## src/rtl/rcr_pkg.sv

```systemverilog
package rcr_pkg;

  // Strobes driven by the control unit into the datapath.
  typedef struct packed {
    logic loadRes;   // capture the resolved sum this cycle
    logic clearRes;  // force result registers to zero
  } rcrCtrl_t;

endpackage

```

## src/rtl/rcr_digit_sense.sv

```systemverilog
// One lane: raw digit sum and its generate / propagate classification.
module rcr_digit_sense #(
  parameter int DIGIT_W = 4
) (
  input  logic [DIGIT_W-1:0] aDigit,
  input  logic [DIGIT_W-1:0] bDigit,
  input  logic [DIGIT_W:0]   radix,
  output logic [DIGIT_W:0]   rawSum,
  output logic               gen,
  output logic               prop
);
  localparam int SUM_W = DIGIT_W + 1;

  logic [SUM_W-1:0] radixLess1;

  always_comb begin
    rawSum     = {1'b0, aDigit} + {1'b0, bDigit};
    radixLess1 = radix - SUM_W'(1);
    gen        = (rawSum >= radix);
    prop       = (rawSum == radixLess1);
  end
endmodule

```

## src/rtl/rcr_digit_fix.sv

```systemverilog
// One lane: add the resolved incoming carry and wrap modulo the radix.
module rcr_digit_fix #(
  parameter int DIGIT_W = 4
) (
  input  logic [DIGIT_W:0]   rawSum,
  input  logic               carryInto,
  input  logic [DIGIT_W:0]   radix,
  output logic [DIGIT_W-1:0] digitOut
);
  localparam int SUM_W = DIGIT_W + 1;

  logic [SUM_W-1:0] total;
  logic [SUM_W-1:0] wrapped;

  always_comb begin
    total    = rawSum + SUM_W'(carryInto);
    wrapped  = (total >= radix) ? (total - radix) : total;
    digitOut = wrapped[DIGIT_W-1:0];
  end
endmodule

```

## src/rtl/rcr_ctrl.sv

```systemverilog
// Control: turns the input strobe and reset into datapath strobes and the output strobe.
module rcr_ctrl
  import rcr_pkg::*;
(
  input  logic     clk,
  input  logic     rstN,
  input  logic     inValid,
  output rcrCtrl_t ctrl,
  output logic     outValid
);
  logic validQ;

  always_comb begin
    ctrl.clearRes = !rstN;
    ctrl.loadRes  = rstN && inValid;
  end

  always_ff @(posedge clk) begin
    if (!rstN) validQ <= 1'b0;
    else       validQ <= inValid;
  end

  assign outValid = validQ;
endmodule

```

## src/rtl/rcr_datapath.sv

```systemverilog
// Datapath: per-lane sensing, one-step carry resolution, per-lane fix-up, result registers.
module rcr_datapath
  import rcr_pkg::*;
#(
  parameter int NUM_DIGITS = 8,
  parameter int DIGIT_W    = 4
) (
  input  logic                          clk,
  input  rcrCtrl_t                      ctrl,
  input  logic [NUM_DIGITS*DIGIT_W-1:0] aDigits,
  input  logic [NUM_DIGITS*DIGIT_W-1:0] bDigits,
  input  logic [DIGIT_W:0]              radix,
  input  logic                          carryIn,
  output logic [NUM_DIGITS*DIGIT_W-1:0] sumDigits,
  output logic                          carryOut,
  output logic                          noProp
);
  localparam int VEC_W = NUM_DIGITS + 1;
  localparam int BUS_W = NUM_DIGITS * DIGIT_W;

  logic [DIGIT_W:0]      rawSum [NUM_DIGITS];
  logic [NUM_DIGITS-1:0] genVec;
  logic [NUM_DIGITS-1:0] propVec;
  logic [VEC_W-1:0]      genWide;
  logic [VEC_W-1:0]      propWide;
  logic [VEC_W-1:0]      carryVec;
  logic [BUS_W-1:0]      sumNext;

  for (genvar i = 0; i < NUM_DIGITS; i++) begin : g_sense
    rcr_digit_sense #(.DIGIT_W(DIGIT_W)) u_sense (
      .aDigit (aDigits[i*DIGIT_W +: DIGIT_W]),
      .bDigit (bDigits[i*DIGIT_W +: DIGIT_W]),
      .radix  (radix),
      .rawSum (rawSum[i]),
      .gen    (genVec[i]),
      .prop   (propVec[i])
    );
  end

  // carryVec[i] is the carry into digit i; carryVec[NUM_DIGITS] leaves the top digit.
  always_comb begin
    genWide  = {1'b0, genVec};
    propWide = {1'b0, propVec};
    carryVec = ((propWide | genWide) + genWide + VEC_W'(carryIn)) ^ propWide;
  end

  for (genvar i = 0; i < NUM_DIGITS; i++) begin : g_fix
    rcr_digit_fix #(.DIGIT_W(DIGIT_W)) u_fix (
      .rawSum    (rawSum[i]),
      .carryInto (carryVec[i]),
      .radix     (radix),
      .digitOut  (sumNext[i*DIGIT_W +: DIGIT_W])
    );
  end

  always_ff @(posedge clk) begin
    if (ctrl.clearRes) begin
      sumDigits <= '0;
      carryOut  <= 1'b0;
      noProp    <= 1'b0;
    end else if (ctrl.loadRes) begin
      sumDigits <= sumNext;
      carryOut  <= carryVec[NUM_DIGITS];
      noProp    <= ~|carryVec[NUM_DIGITS:1];
    end
  end
endmodule

```

## src/rtl/radix_carry_resolver.sv

```systemverilog
module radix_carry_resolver
  import rcr_pkg::*;
#(
  parameter int NUM_DIGITS = 8,
  parameter int DIGIT_W    = 4
) (
  input  logic                          clk,
  input  logic                          rstN,
  input  logic                          inValid,
  input  logic [NUM_DIGITS*DIGIT_W-1:0] aDigits,
  input  logic [NUM_DIGITS*DIGIT_W-1:0] bDigits,
  input  logic [DIGIT_W:0]              radix,
  input  logic                          carryIn,
  output logic                          outValid,
  output logic [NUM_DIGITS*DIGIT_W-1:0] sumDigits,
  output logic                          carryOut,
  output logic                          noProp
);
  rcrCtrl_t ctrl;

  rcr_ctrl u_ctrl (
    .clk      (clk),
    .rstN     (rstN),
    .inValid  (inValid),
    .ctrl     (ctrl),
    .outValid (outValid)
  );

  rcr_datapath #(.NUM_DIGITS(NUM_DIGITS), .DIGIT_W(DIGIT_W)) u_dp (
    .clk       (clk),
    .ctrl      (ctrl),
    .aDigits   (aDigits),
    .bDigits   (bDigits),
    .radix     (radix),
    .carryIn   (carryIn),
    .sumDigits (sumDigits),
    .carryOut  (carryOut),
    .noProp    (noProp)
  );
endmodule

```

## config.mk

```make
export PLATFORM = sky130hd
export DESIGN_NAME = radix_carry_resolver
export DESIGN_NICKNAME = d
export VERILOG_FILES = /design/src/rtl/rcr_pkg.sv /design/src/rtl/rcr_digit_sense.sv /design/src/rtl/rcr_digit_fix.sv /design/src/rtl/rcr_ctrl.sv /design/src/rtl/rcr_datapath.sv /design/src/rtl/radix_carry_resolver.sv
export SDC_FILE = /design/constraint.sdc
export NUM_CORES = 1
export LEC_CHECK = 0
export ABC_AREA = 0
export BUFFER_PORTS_ARGS = -buffer_cell sky130_fd_sc_hd__buf_2
export CAP_MARGIN = 30
export CELL_PAD_IN_SITES_DETAIL_PLACEMENT = 0
export CELL_PAD_IN_SITES_GLOBAL_PLACEMENT = 1
export CORE_MARGIN = 10
export CORE_UTILIZATION = 40
export CTS_CLUSTER_DIAMETER = 60
export CTS_CLUSTER_SIZE = 20
export DETAILED_ROUTE_END_ITERATION = 12
export HOLD_SLACK_MARGIN = 0.05
export PLACE_DENSITY = 0.82
export SYNTH_ARGS = -nofsm -noshare
export SYNTH_HDL_FRONTEND = slang
export SYNTH_SLANG_ARGS = --single-unit
```

## constraint.sdc

```tcl
create_clock -name clk -period 6.3 [get_ports clk]
set_clock_uncertainty 0.2 [all_clocks]
set_input_delay 0.315 -clock clk [delete_from_list [all_inputs] [get_ports clk]]
set_output_delay 0.315 -clock clk [all_outputs]
set_load 0.05 [all_outputs]
```

==> out/metrics.yaml <==
status:
  run_status: "finished, final reports clean"
timing:
  final-setup-viol-count: 0
  slew_violations: 0
  fin_crit_sh_pct: 93.7
  relSlewSlack_pct: 49.3
  worst_pin_slew_ns: 0.759
  hold_violations: 0
  rsz0062_at_grt: "yes"
  fmax_mhz: 169
  final.setup.tns_ns: 0
  layout_min_cycle_time_ns: 5.90
global_routing:
  grt_use_met2_pct: 26.3
  top_usage_layer: "met2"
  grt-ovfl-total: 0
  grtUsageTotal_pct: 15.3
  grtUsageMet1_pct: 19.3
  grt_pass1_wl_mm: 25.6
  antenna_found_initial: 0
  grt_max_degree: 46
  met3_usage_pct: 3.95
  grt_pass1_vias: 5129
synth:
  yosys.area.top_type: "ha_1"
  netlist_instances: 664
  ys_warn_count: 0
  syn_area_um2: 6070
  synth_common_cells: "ha_1 (131), xnor2_1 (56), a21oi_1 (49), inv_1 (49), a21o_1 (36)"
  ys_seq_elements: 35
  synth_most_common_cell: "ha_1"
  synth_cell_types: 61
  yosysSeqAreaShare_pct: 11.5
  synth_edf_count: 0
  ys.flop_type: "dfxtp_1"
  synth_top_area_share_pct: 27.0
  synth_nets: 884
  syn_area_per_cell_um2: 9.14
  synth_area_leaders: "ha_1 (27%), dfxtp_1 (12%), xnor2_1 (8.1%), fa_1 (5.3%), xor2_1 (4.8%)"
  synth-async-reset-ratio_pct: 0
cts:
  clock-sinks: 35
  cts_tree: "built"
  insertion_delay_ns: 0.30
  clockRootBuffer: "clkbuf_16"
  path_clk_slew_ns: 0.06
  htreeDepth: 2
  cts_buffer_depth: 2
  cts_buffers: 5
critical_path:
  cp.required_ns: 6.29
  path_class: "input pin to flop"
  crit_top_cell: "ha_1"
  max_stage_delay_ns: 0.45
  arrival_ns: 5.90
  cp-end-kind: "flop"
  cp_slowest_cell: "a2111o_1"
  path_buf_inv: 1
  cp_top_family: "compound AO/OA/AOI/OAI gates"
  worstPathMaxFanout: 3
  cp-start-kind: "input pin"
route:
  route.detailed.drc: 0
  drt-total-wl_mm: 15.4
  ant_nets: 0
  viasPerCell: 5.24
  route.vias.total: 5105
  dr.pass1.iters: 4
  drt_iter0_drc: 155
  routedWlPerCell_um: 15.8
placement:
  dp_hpwl_mm: 12.3
  dpl_cell_area_um2: 6950
  gp_congestion: 0.826
  io_buffers: 107
finish:
  drive_above_1_share_pct: 22.8
  area_growth_pct: 18.5
  antennaDiodeCount: 0
  nets: 1010
  design_area_um2: 7200
power:
  power_density_nw_per_um2: 268
  vdd_drop_max_mv: 0.195
  leakage_nw: 3.76
min_path:
  hold_path.class: "flop to flop"
floorplan:
  die-area_um2: 20500
  start_util_pct: 41.3
  io_pins: 108
  core.rowCount: 44
  die_x_um: 143
  die_h_um: 143
  coreArea_um2: 14700
run:
  drv_cap: 0
state kept, by name (all words and copies together), names as in the netlist:
register / count
u_dp.noProp: 1
u_dp.carryOut: 1
u_dp.sumDigits: 32
u_ctrl.outValid: 1
routing by layer:
layer	share of wire, %	up-vias
met3	5.7	7
met1	46	2366
met2	48	93
met4	0.62	0
met5	0	-
li1	-	2639
cells by family (layout without fill, tap and decap cells):
| kind of cell | Yosys count | count (layout) | synth area share (%) |
|---|---|---|---|
| AOI/OAI and AO/OA | 162 | 162 | 18.2 |
| adders and majority gates | 147 | 147 | 32.3 |
| and+or+nand+nor | 128 | 128 | 12.1 |
| xor gates and xnor gates | 98 | 98 | 16.5 |
| buffers and inverters | 63 | 190 | 4.23 |
| DFF | 35 | 35 | 11.5 |
| muxes | 31 | 31 | 5.21 |
where the power goes:
part	internal [mW]	total (mW)	switching, mW
clock	0.197	0.310	0.113
sequential	0.268	0.290	0.0222
combinational	0.580	1.33	0.752
total	1.04	1.93	0.887
final timing paths:
kind | from | end | slack, ns | depth (start not counted)
setup / recovery | aDigits[0] | u_dp.sumDigits[30] | 0.40 | 28
hold / removal | u_dp.sumDigits[27] | u_dp.sumDigits[27] | 0.27 | 2
setup reg to reg | u_dp.carryOut | u_dp.carryOut | 5.37 | 2
hold reg to reg | u_dp.sumDigits[27] | u_dp.sumDigits[27] | 0.27 | 2
per-stage QoR:
stage / worst slack (ns) / power, mW / hold slack [ns] / instances / utilization, %
2_1_floorplan: 0.0273 / 1.31 / 0.445 / 664 / -
3_3_place_gp: 0.0318 / 1.60 / 0.257 / 966 / 47.3
3_5_place_dp: -0.0931 / 1.61 / 0.261 / 966 / 47.3
4_1_cts: 0.209 / 1.94 / 0.273 / 974 / 48.5
5_1_grt: -0.0189 / 2.12 / 0.302 / 975 / 49.0
6_report: 0.396 / 1.93 / 0.271 / 975 / 49.0
layout make-up:
| type | count | area (um2) |
|---|---|---|
| fill | 1468 | 7500 |
| multi-input combinational | 566 | 5180 |
| timing repair buffer | 133 | 731 |
| sequential | 35 | 701 |
| tap | 184 | 230 |
| inverter | 49 | 184 |
| clock buffer | 6 | 139 |
| clock inverter | 2 | 35.0 |
placed cells by master (no fill, tap or decap), types with 3 or more instances in the layout:
| cell type | n |
|---|---|
| nand2b_1 | 18 |
| nand3_1 | 26 |
| a21oi_1 | 48 |
| dfxtp_1 | 35 |
| nor3_1 | 5 |
| inv_1 | 49 |
| and2_1 | 3 |
| xnor2_4 | 3 |
| a21o_1 | 36 |
| a21o_2 | 3 |
| xnor3_1 | 3 |
| mux2_2 | 5 |
| clkbuf_16 | 5 |
| ha_2 | 3 |
| nand2_1 | 26 |
| buf_4 | 26 |
| o211a_1 | 15 |
| buf_2 | 107 |
| fa_1 | 16 |
| o211ai_1 | 7 |
| nor2_1 | 14 |
| xor2_1 | 32 |
| a21boi_0 | 5 |
| mux2i_1 | 26 |
| ha_1 | 128 |
| xnor2_1 | 55 |
| o21ai_0 | 24 |
| nor2b_1 | 13 |
worst reg2reg max path, stage by stage (launching register included):
cell,delay (ns)
dfxtp_1,0.35
o211ai_1,0.10
a41oi_1,0.19
what timing repair did:
item                                    in CTS  in global routing
hold endpoints to repair                     0                  0
endpoints found under the setup margin       0                  9
resized for setup                            0                 12
hold buffers                                 0                  0
buffers inserted                             0                  1
No activity file was read; power rests on OpenSTA's default activity.
